**config.mk**
```make
export PLATFORM = sky130hd
export DESIGN_NAME = spi_wp_status
export DESIGN_NICKNAME = d
export VERILOG_FILES = /design/src/rtl/spi_wp_pkg.sv /design/src/rtl/spi_wp_link.sv /design/src/rtl/spi_wp_ctrl.sv /design/src/rtl/spi_wp_status.sv
export SDC_FILE = /design/constraint.sdc
export NUM_CORES = 1
export LEC_CHECK = 0
export ABC_AREA = 1
export CAP_MARGIN = 30
export CORE_MARGIN = 5
export CORE_UTILIZATION = 55
export DETAILED_ROUTE_END_ITERATION = 12
export PLACE_DENSITY = 0.77
export SLEW_MARGIN = 20
export SYNTH_ARGS = -nofsm -noshare
export SYNTH_HDL_FRONTEND = slang
export SYNTH_SLANG_ARGS = --single-unit
```
**constraint.sdc**
```tcl
create_clock -name clk_i -period 2.8 [get_ports clk_i]
set_input_delay 0.56 -clock clk_i [delete_from_list [all_inputs] [get_ports clk_i]]
set_output_delay 0.56 -clock clk_i [all_outputs]
set_load 0.01 [all_outputs]
```
**src/rtl/spi_wp_pkg.sv**
```systemverilog
package spi_wp_pkg;
  localparam logic [7:0] OP_WRSR  = 8'h01;
  localparam logic [7:0] OP_WRITE = 8'h02;
  localparam logic [7:0] OP_WRDI  = 8'h04;
  localparam logic [7:0] OP_RDSR  = 8'h05;
  localparam logic [7:0] OP_WREN  = 8'h06;

  // region locked by the block-protect code, from the two top address bits
  function automatic logic blk_locked(input logic [1:0] bp, input logic [1:0] msb2);
    unique case (bp)
      2'b00:   return 1'b0;
      2'b01:   return msb2 == 2'b11;
      2'b10:   return msb2[1];
      default: return 1'b1;
    endcase
  endfunction
endpackage

```
**src/rtl/spi_wp_link.sv**
```systemverilog
module spi_wp_link #(
  parameter int CNT_W = 3
) (
  input  logic             clk_i,
  input  logic             rst_ni,
  input  logic             sclk_i,
  input  logic             csn_i,
  input  logic             mosi_i,
  input  logic [7:0]       tx_byte_i,
  input  logic             tx_en_i,
  output logic             miso_o,
  output logic             byte_vld_o,
  output logic [7:0]       byte_o,
  output logic [CNT_W-1:0] byte_cnt_o,
  output logic             frame_end_o,
  output logic             aligned_o
);
  localparam logic [CNT_W-1:0] CNT_MAX = '1;

  logic             sclk_q, csn_q;
  logic [2:0]       bit_q;
  logic [CNT_W-1:0] cnt_q;
  logic [6:0]       rx_q;
  logic [7:0]       tx_q;
  logic             rise, fall;

  assign rise        = sclk_i & ~sclk_q & ~csn_i;
  assign fall        = ~sclk_i & sclk_q & ~csn_i;
  assign frame_end_o = csn_i & ~csn_q;
  assign aligned_o   = (bit_q == 3'd0);
  assign byte_cnt_o  = cnt_q;
  assign byte_vld_o  = rise && (bit_q == 3'd7);
  assign byte_o      = {rx_q, mosi_i};
  assign miso_o      = tx_en_i & tx_q[7];

  always_ff @(posedge clk_i or negedge rst_ni) begin
    if (!rst_ni) begin
      sclk_q <= 1'b0;
      csn_q  <= 1'b1;
      bit_q  <= '0;
      cnt_q  <= '0;
      rx_q   <= '0;
      tx_q   <= '0;
    end else begin
      sclk_q <= sclk_i;
      csn_q  <= csn_i;
      if (csn_i) begin
        bit_q <= '0;
        cnt_q <= '0;
      end else if (rise) begin
        rx_q  <= {rx_q[5:0], mosi_i};
        bit_q <= bit_q + 3'd1;
        if (bit_q == 3'd7 && cnt_q != CNT_MAX) cnt_q <= cnt_q + 1'b1;
      end
      // reload at byte boundary so repeated reads stream fresh status
      if (fall) tx_q <= (bit_q == 3'd0) ? tx_byte_i : {tx_q[6:0], 1'b0};
    end
  end
endmodule

```
**src/rtl/spi_wp_ctrl.sv**
```systemverilog
module spi_wp_ctrl
  import spi_wp_pkg::*;
#(
  parameter int ADDR_W = 10,
  parameter int CNT_W  = 3
) (
  input  logic              clk_i,
  input  logic              rst_ni,
  input  logic              byte_vld_i,
  input  logic [7:0]        byte_i,
  input  logic [CNT_W-1:0]  byte_cnt_i,
  input  logic              frame_end_i,
  input  logic              aligned_i,
  input  logic              wp_i,
  input  logic              busy_i,
  input  logic [ADDR_W-1:0] chk_addr_i,
  output logic [7:0]        stat_o,
  output logic              tx_en_o,
  output logic              wr_permit_o,
  output logic              commit_o
);
  localparam logic [CNT_W-1:0] N_CMD  = CNT_W'(1);
  localparam logic [CNT_W-1:0] N_WRSR = CNT_W'(2);
  localparam logic [CNT_W-1:0] N_WR   = CNT_W'(4);

  logic [7:0]  opc_q;
  logic [15:0] addr_q;
  logic        srwd_q, wel_q, new_srwd_q, commit_q;
  logic [1:0]  bp_q, new_bp_q;
  logic        sr_open, addr_locked, chk_locked;
  logic        unused_addr_bits;

  assign sr_open     = ~srwd_q | wp_i;
  assign addr_locked = blk_locked(bp_q, addr_q[ADDR_W-1 -: 2]);
  assign chk_locked  = blk_locked(bp_q, chk_addr_i[ADDR_W-1 -: 2]);
  assign unused_addr_bits = ^{addr_q[15:ADDR_W], addr_q[ADDR_W-3:0], chk_addr_i[ADDR_W-3:0]};

  assign stat_o      = {srwd_q, 3'b000, bp_q, wel_q, busy_i};
  assign tx_en_o     = (opc_q == OP_RDSR) && (byte_cnt_i != '0);
  assign wr_permit_o = wel_q & ~busy_i & ~chk_locked;
  assign commit_o    = commit_q;

  always_ff @(posedge clk_i or negedge rst_ni) begin
    if (!rst_ni) begin
      opc_q      <= '0;
      addr_q     <= '0;
      srwd_q     <= 1'b0;
      wel_q      <= 1'b0;
      bp_q       <= '0;
      new_srwd_q <= 1'b0;
      new_bp_q   <= '0;
      commit_q   <= 1'b0;
    end else begin
      commit_q <= 1'b0;
      if (byte_vld_i) begin
        if (byte_cnt_i == '0) opc_q <= byte_i;
        if (byte_cnt_i == N_CMD) begin
          new_srwd_q <= byte_i[7];
          new_bp_q   <= byte_i[3:2];
        end
        if (byte_cnt_i == N_CMD || byte_cnt_i == N_WRSR) addr_q <= {addr_q[7:0], byte_i};
      end
      if (frame_end_i && aligned_i && !busy_i) begin
        unique case (opc_q)
          OP_WREN: if (byte_cnt_i == N_CMD) wel_q <= 1'b1;
          OP_WRDI: if (byte_cnt_i == N_CMD) wel_q <= 1'b0;
          OP_WRSR: if (byte_cnt_i == N_WRSR && wel_q && sr_open) begin
            srwd_q <= new_srwd_q;
            bp_q   <= new_bp_q;
            wel_q  <= 1'b0;
          end
          OP_WRITE: if (byte_cnt_i >= N_WR && wel_q && !addr_locked) begin
            commit_q <= 1'b1;
            wel_q    <= 1'b0;
          end
          default: ;
        endcase
      end
    end
  end
endmodule

```
**src/rtl/spi_wp_status.sv**
```systemverilog
module spi_wp_status #(
  parameter int ADDR_W = 10
) (
  input  logic              clk_i,
  input  logic              rst_ni,
  input  logic              sclk_i,
  input  logic              csn_i,
  input  logic              mosi_i,
  input  logic              wp_i,
  input  logic              busy_i,
  input  logic [ADDR_W-1:0] chk_addr_i,
  output logic              miso_o,
  output logic              wr_permit_o,
  output logic              commit_o
);
  localparam int CNT_W = 3;

  logic             byte_vld, frame_end, aligned, tx_en;
  logic [7:0]       rx_byte, stat;
  logic [CNT_W-1:0] byte_cnt;

  spi_wp_link #(.CNT_W(CNT_W)) u_link (
    .clk_i       (clk_i),
    .rst_ni      (rst_ni),
    .sclk_i      (sclk_i),
    .csn_i       (csn_i),
    .mosi_i      (mosi_i),
    .tx_byte_i   (stat),
    .tx_en_i     (tx_en),
    .miso_o      (miso_o),
    .byte_vld_o  (byte_vld),
    .byte_o      (rx_byte),
    .byte_cnt_o  (byte_cnt),
    .frame_end_o (frame_end),
    .aligned_o   (aligned)
  );

  spi_wp_ctrl #(.ADDR_W(ADDR_W), .CNT_W(CNT_W)) u_ctrl (
    .clk_i       (clk_i),
    .rst_ni      (rst_ni),
    .byte_vld_i  (byte_vld),
    .byte_i      (rx_byte),
    .byte_cnt_i  (byte_cnt),
    .frame_end_i (frame_end),
    .aligned_i   (aligned),
    .wp_i        (wp_i),
    .busy_i      (busy_i),
    .chk_addr_i  (chk_addr_i),
    .stat_o      (stat),
    .tx_en_o     (tx_en),
    .wr_permit_o (wr_permit_o),
    .commit_o    (commit_o)
  );
endmodule

```
==> summary.txt, run 1 <==
Starting Density - 56.43%
Initial DRT Pass Iterations - 4
wire length on met3 - 134 um
Min Hold Slack - 188.3 ps
outcome - finished clean
crit share post-route - 88.85%
Yosys warning total - 0
initial DRC count - 102
TNS Setup - 0 ps
unrepaired setup endpoints after global routing - no
cells after synthesis - 247
setup bufs post-CTS - 0
power per cell area - 533.6 nW/um2
vias in the first global route - 1449
die area - 5082 um2
total gr overflow - 0
Slew HR - 58.62%
met1 wire length - 1874 um
Mapped Avg Cell Area - 8.363 um2
vias - 1614
H-tree levels - 2
Core Region - 3661 um2
post-DR wirelength/cell - 12.13 um
clock net sink count - 43
Met2 Routed Length - 1710 um
CTS Buf Count - 5
Hold-fix buffers, CTS - 0
CP arrival - 1930 ps
Startpoint Class - flip-flop
Least-Margin Pin Slew - 615.4 ps
Synth area leaders - dfrtp_1 (51%), nand2_1 (10%), inv_1 (7.1%), o21ai_0 (6.5%), nand3_1 (5.1%)
Max Clk Rate - 402.0 MHz
Static Leak - 1.156 nW
Fin. Hold Viols - 0
Yosys cell types - 25
initial antenna violation count - 0
Fin Clk Skew - 7.750 ps
fraction of registers with async set/reset - 100.0%
Final Slew Violations - 0
FF-to-FF setup slack - 1090 ps
syn nets - 272
Die Wd - 71.29 um
cell area after synthesis - 2066 um2
sequential fraction of the synthesis area - 52.15%
fin util - 64.39%
WP data required - 2240 ps
flops & latches, synth - 43
setup violators final - 0
worst vdd rail ir drop - 0.4070 mV
clock-pin slew on the worst setup and hold paths - 80 ps
Remaining DRCs - 0
Top Layer Used - met4
post-DP HPWL - 2714 um
via/cell ratio - 5.140
number of synthesized flops with an enable pin - 0
floorplan row count - 22
post-cts resize count - 0
n_diodes - 0
ys flop type - dfrtp_1
hold crit path type - in -> async
Post-synth top cells - nand2_1 (57), dfrtp_1 (42), inv_1 (39)
CTS tree - yes
final WL - 3810 um
Crit Path Category - reg -> out
share of cells above drive strength 1 - 7.895%
post-synth top area cell - dfrtp_1
CTS Buffer Depth - 2
max_cap viols - 0
Total Power - 1.258 mW
IO Port Bufs - 11
antenna-violating nets left - 0
peak fanout along the critical path - 4
count leader, synth - nand2_1
Synth top area share - 50.88%
number of top-level pins - 20
Routability Congestion - 0.7929
root buffer selected by CTS - clkbuf_8
fin nets - 290
height of the chip - 71.29 um
Synth-to-Final Area Change - 14.11%
clock period minus worst slack - 2488 ps
first-pass GRT wire length - 6348 um
largest net degree at the start of global routing - 44
GRT Util Overall - 16.02%
clk_lat worst skew - 300 ps
Critical Path Sink Type - output pin
## cell usage in the layout (no fill, tap or decap), types with 2 or more instances in the layout
| cell type | synthesis | final |
|---|---|---|
| o22ai_1 | 4 | 4 |
| nor2_1 | 21 | 21 |
| clkdlybuf4s50_1 | 0 | 10 |
| nand3_1 | 21 | 21 |
| a21oi_1 | 3 | 3 |
| dfrtp_1 | 42 | 42 |
| buf_4 | 0 | 2 |
| clkbuf_8 | 0 | 7 |
| o21ai_0 | 27 | 27 |
| ha_1 | 8 | 8 |
| nand2_2 | 2 | 2 |
| o21ai_1 | 9 | 9 |
| nand2_1 | 57 | 57 |
| inv_1 | 39 | 39 |
## power by group
group	switching, mW	total (mW)	internal, mW	leakage (nW)
logic	0.0880	0.136	0.0485	0.547
clock network	0.210	0.434	0.224	0.0505
registers	0.0238	0.687	0.663	0.558
## sequential cells by signal, summed over array words and instances (netlist names)
register,cells
u_ctrl.addr_q,4
u_ctrl.bp_q,2
u_ctrl.commit_o,1
u_ctrl.new_bp_q,2
u_ctrl.new_srwd_q,1
u_ctrl.opc_q,8
u_ctrl.srwd_q,1
u_ctrl.wel_q,1
u_link.bit_q,3
u_link.byte_cnt_o,3
u_link.csn_q,1
u_link.rx_q,7
u_link.sclk_q,1
u_link.tx_q,8
## final cells by class
class | count | area [um2]
fillers | 330 | 1304
flip-flops and latches | 43 | 1077
multi-input cells | 161 | 818.3
inverters | 40 | 150.1
repair buffers | 14 | 147.6
clock buffers | 7 | 96.34
well taps | 48 | 60.06
clock inverters | 1 | 7.507
## worst max-delay path: stages (launching register included)
cell and delay (ps):
dfrtp_1 380, inv_1 90, ha_1 200, inv_1 50, nor2_1 60, nor4_1 270, clkdlybuf4s50_1 590
## per-layer routing
| metal | global-route usage, % | vias to the layer above |
|---|---|---|
| met4 | 7.933 | 0 |
| li1 | - | 823 |
| met3 | 4.488 | 9 |
| met2 | 25.51 | 23 |
| met1 | 20.02 | 759 |
| met5 | 0 | - |
## cells by family after synthesis
| family | count (synthesis) | share of synthesized area (%) |
|---|---|---|
| and+or+nand+nor | 109 | 23.74 |
| AOI/OAI and AO/OA | 44 | 11.02 |
| buffers and inverters | 43 | 8.237 |
| DFF | 43 | 52.15 |
| adders and majority gates | 8 | 4.846 |
## stage by stage
step                      cell area, um2  instances  worst slack, ps
final                               2357        314            312.3
after global routing                2357        314            161.5
after CTS                           2330        313            284.8
after detailed placement            2226        305            417.6
after global placement              2226        305            421.9
after floorplan                     2066        247             1099
## worst paths after layout
kind,start,end,cells past startpoint
min in group clk_i,u_ctrl.addr_q[1],u_ctrl.addr_q[1],2
setup / recovery,u_link.byte_cnt_o[0],miso_o,6
setup reg to reg,u_link.byte_cnt_o[0],u_link.byte_cnt_o[1],5
max in group asynchronous,rst_ni,u_link.csn_q,2
hold / removal,rst_ni,u_ctrl.wel_q,1
hold reg to reg,u_ctrl.addr_q[1],u_ctrl.addr_q[1],2
No activity file was read; power rests on OpenSTA's default activity.
==> run 2, diff against run 1 <==
==> constraint.sdc (replaced) <==
create_clock -name clk_i -period 2.9 [get_ports clk_i]
set_input_delay 0.58 -clock clk_i [delete_from_list [all_inputs] [get_ports clk_i]]
set_output_delay 0.58 -clock clk_i [all_outputs]
set_load 0.01 [all_outputs]
==> run 2 against run 1 <==
Effect of this change: critical path depth unchanged; combinational power shrank 4%; largest power group unchanged; sequential cell count did not move; critical path type unchanged.
==> summary.txt, run 2 (synthesis results as in run 1) <==
post-placement cell count - 305 (unchanged)
Startpoint Class - flip-flop
power per cell area - 559.6 nW/um2 (+4.9%)
Fin. Hold Viols - 0 (unchanged)
initial antenna violation count - 0 (unchanged)
CTS Buffer Depth - 2 (unchanged)
GRT Util Overall - 15.81% (-0.21 points)
Initial DRT Pass Iterations - 4 (unchanged)
post-DP HPWL - 2639 um (-2.7%)
share of cells above drive strength 1 - 7.519% (-0.38 points)
Routability Congestion - 0.7959 (+0.38%)
first-pass GRT wire length - 6334 um (-0.22%)
IO Port Bufs - 11 (unchanged)
final non-filler cell total - 314 (unchanged)
Static Leak - 1.168 nW (+1.0%)
Crit Path Category - reg -> out
max_cap viols - 0 (unchanged)
post-DR wirelength/cell - 11.77 um (-3.0%)
fin nets - 290 (unchanged)
worst vdd rail ir drop - 0.5013 mV (+23%)
number of top-level pins - 20 (unchanged)
vias - 1585 (-1.8%)
Die Wd - 71.29 um (unchanged)
unrepaired setup endpoints after global routing - no
Max Clk Rate - 397.1 MHz
Final Slew Violations - 0 (unchanged)
Top Registers - u_ctrl.opc_q (8), u_link.tx_q (8), u_link.rx_q (7)
outcome - finished clean
clk_lat worst skew - 290 ps (about the same)
Least-Margin Pin Slew - 604.8 ps (-10.54 ps)
hold crit path type - in -> async
TNS Setup - 0 ps (unchanged)
largest net degree at the start of global routing - 44 (unchanged)
fillcell total - 322 (-2.4%)
setup bufs post-CTS - 0 (unchanged)
setup violators final - 0 (unchanged)
root buffer selected by CTS - clkbuf_8
initial DRC count - 127 (+25%)
most common cell after layout, fill and taps aside - nand2_1
Slew HR - 59.33% (+0.71 points)
height of the chip - 71.29 um (unchanged)
crit share post-route - 86.84%
Fin Clk Skew - 6.900 ps (-0.8495 ps)
Starting Density - 56.43% (unchanged)
die area - 5082 um2 (unchanged)
WP data required - 2320 ps (+80 ps)
CTS tree - yes
Core Region - 3661 um2 (unchanged)
total gr overflow - 0 (unchanged)
vias in the first global route - 1419 (-2.1%)
floorplan row count - 22 (unchanged)
clock-pin slew on the worst setup and hold paths - 80 ps (about the same)
most frequent cells in the layout - nand2_1 (57), dfrtp_1 (42), inv_1 (39)
peak fanout along the critical path - 4 (unchanged)
via/cell ratio - 5.048 (-1.8%)
CP arrival - 1940 ps (about the same)
final WL - 3697 um (-3.0%)
clock net sink count - 43 (unchanged)
Synth-to-Final Area Change - 15.14%
CTS Buf Count - 5 (unchanged)
FF-to-FF setup slack - 1240 ps (+150 ps)
n_diodes - 0 (unchanged)
Remaining DRCs - 0 (unchanged)
post-cts resize count - 0 (unchanged)
H-tree levels - 2 (unchanged)
antenna-violating nets left - 0 (unchanged)
Critical Path Sink Type - output pin
clock period minus worst slack - 2518 ps
Hold-fix buffers, CTS - 0 (unchanged)
==> run 2: report_power, final <==
group	switching, mW	total (mW)	internal (mW)
clock network	0.193	0.537	0.344
registers	0.0233	0.664	0.640
logic	0.0846	0.130	0.0456
total	0.301	1.33	1.03
==> run 2: through the flow <==
stage                     total power [mW]  hold WS [ps]  instance area [um2]  setup slack [ps]  util [%]
after CTS                            1.340         457.0                 2359             367.2     64.42
after global placement              0.7975         463.1                 2226             482.5     60.80
after detailed placement            0.8031         470.0                 2226             469.3     60.80
after global routing                 1.394         167.3                 2379             241.8     64.97
after floorplan                     0.7470         284.4                 2066              1179         -
final                                1.331         155.1                 2379             381.6     64.97
==> run 2: final cells by class <==
cell class / instances / area [um2] / area share (%)
inverter: 40 / 150.1 / 6.312
clock buffer: 6 / 72.57 / 3.051
timing repair buffer: 14 / 140.1 / 5.892
multi-input combinational: 161 / 818.3 / 34.40
sequential: 43 / 1077 / 45.29
tap: 48 / 60.06 / 2.525
clock inverter: 2 / 60.06 / 2.525
==> run 2: critical path, stage by stage (launching register included) <==
cell and delay, ps:
dfrtp_1 380, inv_1 100, ha_1 200, inv_1 50
nor2_1 60, nor4_1 270, clkdlybuf4s50_1 590
==> run 2: worst paths after layout <==
path                                       from                   end  cells past startpoint
max in group asynchronous                rst_ni          u_link.csn_q                      2
setup reg to reg           u_link.byte_cnt_o[0]  u_link.byte_cnt_o[1]                      5
setup / recovery           u_link.byte_cnt_o[0]                miso_o                      6
hold / removal                           rst_ni       u_ctrl.opc_q[5]                      1
hold reg to reg                u_ctrl.addr_q[8]      u_ctrl.addr_q[8]                      2
min in group clk_i             u_ctrl.addr_q[8]      u_ctrl.addr_q[8]                      2
==> run 2: routing by layer <==
| layer | global-route usage (%) | part of all wire [%] | up-vias |
|---|---|---|---|
| li1 | - | - | 824 |
| met1 | 20.93 | 49 | 739 |
| met2 | 25.51 | 46 | 17 |
| met3 | 4.488 | 3.7 | 5 |
| met4 | 4.384 | 1.2 | 0 |
| met5 | 0 | 0 | - |
==> run 3, diff against run 2 <==
--- a/config.mk
+++ b/config.mk
@@ -8,9 +8,9 @@
 export ABC_AREA = 1
 export CAP_MARGIN = 30
 export CORE_MARGIN = 5
-export CORE_UTILIZATION = 55
+export CORE_UTILIZATION = 50
 export DETAILED_ROUTE_END_ITERATION = 12
-export PLACE_DENSITY = 0.77
+export PLACE_DENSITY = 0.71
 export SLEW_MARGIN = 20
 export SYNTH_ARGS = -nofsm -noshare
 export SYNTH_HDL_FRONTEND = slang
==> run 3 against run 2 <==
Effect of this change: fmax fell by 0.23%; clock skew rose by 1.4 ps; routed wire length rose by 2.3%; non-clock buffer count did not move; sequential power barely moved; worst setup slack got worse by 5.7 ps; sequential cell count did not move; final cell count rose by 0.32%; via count fell by 1.6%; largest power group unchanged.
==> summary.txt, run 3 (synthesis results as in run 1) <==
IO Port Bufs - 11 (unchanged)
Critical Path Sink Type - output pin
power per cell area - 501.2 nW/um2 (-10%)
first-pass GRT wire length - 6458 um (+2.0%)
max_cap viols - 0 (unchanged)
share of cells above drive strength 1 - 7.547% (+0.028 points)
total gr overflow - 0 (unchanged)
clock-pin slew on the worst setup and hold paths - 80 ps (about the same)
CTS tree - yes
Max Clk Rate - 396.2 MHz (-0.23%)
FF-to-FF setup slack - 1260 ps (+20 ps)
Routability Congestion - 0.8269 (+3.9%)
final WL - 3782 um (+2.3%)
n_diodes - 0 (unchanged)
Min Hold Slack - 147.1 ps (-8.003 ps)
Final Slew Violations - 0 (unchanged)
vias - 1560 (-1.6%)
Hold-fix buffers, CTS - 0 (unchanged)
Top Registers - u_ctrl.opc_q (8), u_link.tx_q (8), u_link.rx_q (7)
antenna-violating nets left - 0 (unchanged)
Least-Margin Pin Slew - 579.5 ps (-25.38 ps)
worst vdd rail ir drop - 0.2885 mV (-42%)
clock period minus worst slack - 2524 ps (+5.688 ps)
post-DP HPWL - 2794 um (+5.9%)
most frequent cells in the layout - nand2_1 (57), dfrtp_1 (42), inv_1 (39)
post-cts resize count - 0 (unchanged)
CTS Buffer Depth - 2 (unchanged)
Fin. Hold Viols - 0 (unchanged)
Synth-to-Final Area Change - 13.08%
Slew HR - 61.04% (+1.7 points)
largest net degree at the start of global routing - 44 (unchanged)
Total Power - 1.171 mW (-12%)
GRT Util Overall - 15.50% (-0.31 points)
Finished Cell Area - 2336 um2 (-1.8%)
Starting Density - 51.64% (-4.8 points)
H-tree levels - 2 (unchanged)
floorplan row count - 23 (+4.5%)
fin nets - 290 (unchanged)
CP top delay family - buffers and inverters
setup bufs post-CTS - 0 (unchanged)
outcome - finished clean
final non-filler cell total - 315 (+0.32%)
WP data required - 2320 ps (about the same)
height of the chip - 74.28 um (+4.2%)
Crit Path Category - reg -> out
Startpoint Class - flip-flop
setup violators final - 0 (unchanged)
fin util - 58.40% (-6.6 points)
slack of the critical path - 375.9 ps (-5.688 ps)
launch point of the worst reg-to-reg path - u_link.byte_cnt_o[0]
post-placement cell area - 2228 um2 (+0.11%)
Fin Clk Skew - 8.284 ps (+1.384 ps)
Critical Path Max Stage Delay - 590 ps (about the same)
clock net sink count - 43 (unchanged)
post-placement cell count - 307 (+0.66%)
die area - 5517 um2 (+8.6%)
TNS Setup - 0 ps (unchanged)
CP most frequent cell - inv_1
initial DRC count - 128 (+0.79%)
Slowest-stage cell, CP - clkdlybuf4s50_1
root buffer selected by CTS - clkbuf_8
crit share post-route - 87.04% (+0.20 points)
CP bufs+invs - 3 (unchanged)
hold crit path type - in -> async
Remaining DRCs - 0 (unchanged)
peak fanout along the critical path - 4 (unchanged)
CP arrival - 1940 ps (about the same)
R2R cell count - 5 (unchanged)
initial antenna violation count - 0 (unchanged)
Die Wd - 74.28 um (+4.2%)
most common cell after layout, fill and taps aside - nand2_1
unrepaired setup endpoints after global routing - no
Initial DRT Pass Iterations - 4 (unchanged)
clk_lat worst skew - 290 ps (about the same)
vias in the first global route - 1471 (+3.7%)
Reg-to-Reg End - u_link.byte_cnt_o[1]
post-DR wirelength/cell - 12.01 um (+2.0%)
via/cell ratio - 4.952 (-1.9%)
post-place setup slack - 466.5 ps (-2.791 ps)
Static Leak - 1.150 nW (-1.6%)
CTS Buf Count - 5 (unchanged)
crit path cell chain - inv_1, ha_1, inv_1, nor2_1, nor4_1, clkdlybuf4s50_1
Critical path origin - u_link.byte_cnt_o[0]
number of top-level pins - 20 (unchanged)
Core Region - 4000 um2 (+9.3%)
==> run 3: layer usage <==
layer  track usage, %  up-vias  wire [um]  share of wire, %
li1                 -      823          -                 -
met1            20.90      719       1904                50
met2            24.90       16       1737                46
met3            4.054        2        121               3.2
met4            4.348        0         19              0.50
met5                0        -          0                 0
==> run 3: cell type report <==
| class | count | area [um2] |
|---|---|---|
| fillers | 365 | 1664 |
| well taps | 50 | 62.56 |
| repair buffers | 14 | 140.1 |
| clock buffers | 6 | 82.58 |
| clock inverters | 1 | 5.005 |
| multi-input cells | 161 | 818.3 |
| flip-flops and latches | 43 | 1077 |
| inverters | 40 | 150.1 |
==> run 3: power by group <==
part,internal (mW),total [mW],switching [mW]
combinational,0.0454,0.130,0.0847
clock,0.187,0.376,0.189
sequential,0.640,0.664,0.0240
==> run 3: worst max path at each step <==
stage	endpoint	slack [ps]	cells after the start
floorplan	miso_o	1180	5
global placement	wr_permit_o	480	5
detailed placement	wr_permit_o	470	3
CTS	miso_o	350	6
global route	miso_o	200	6
finish	miso_o	380	6
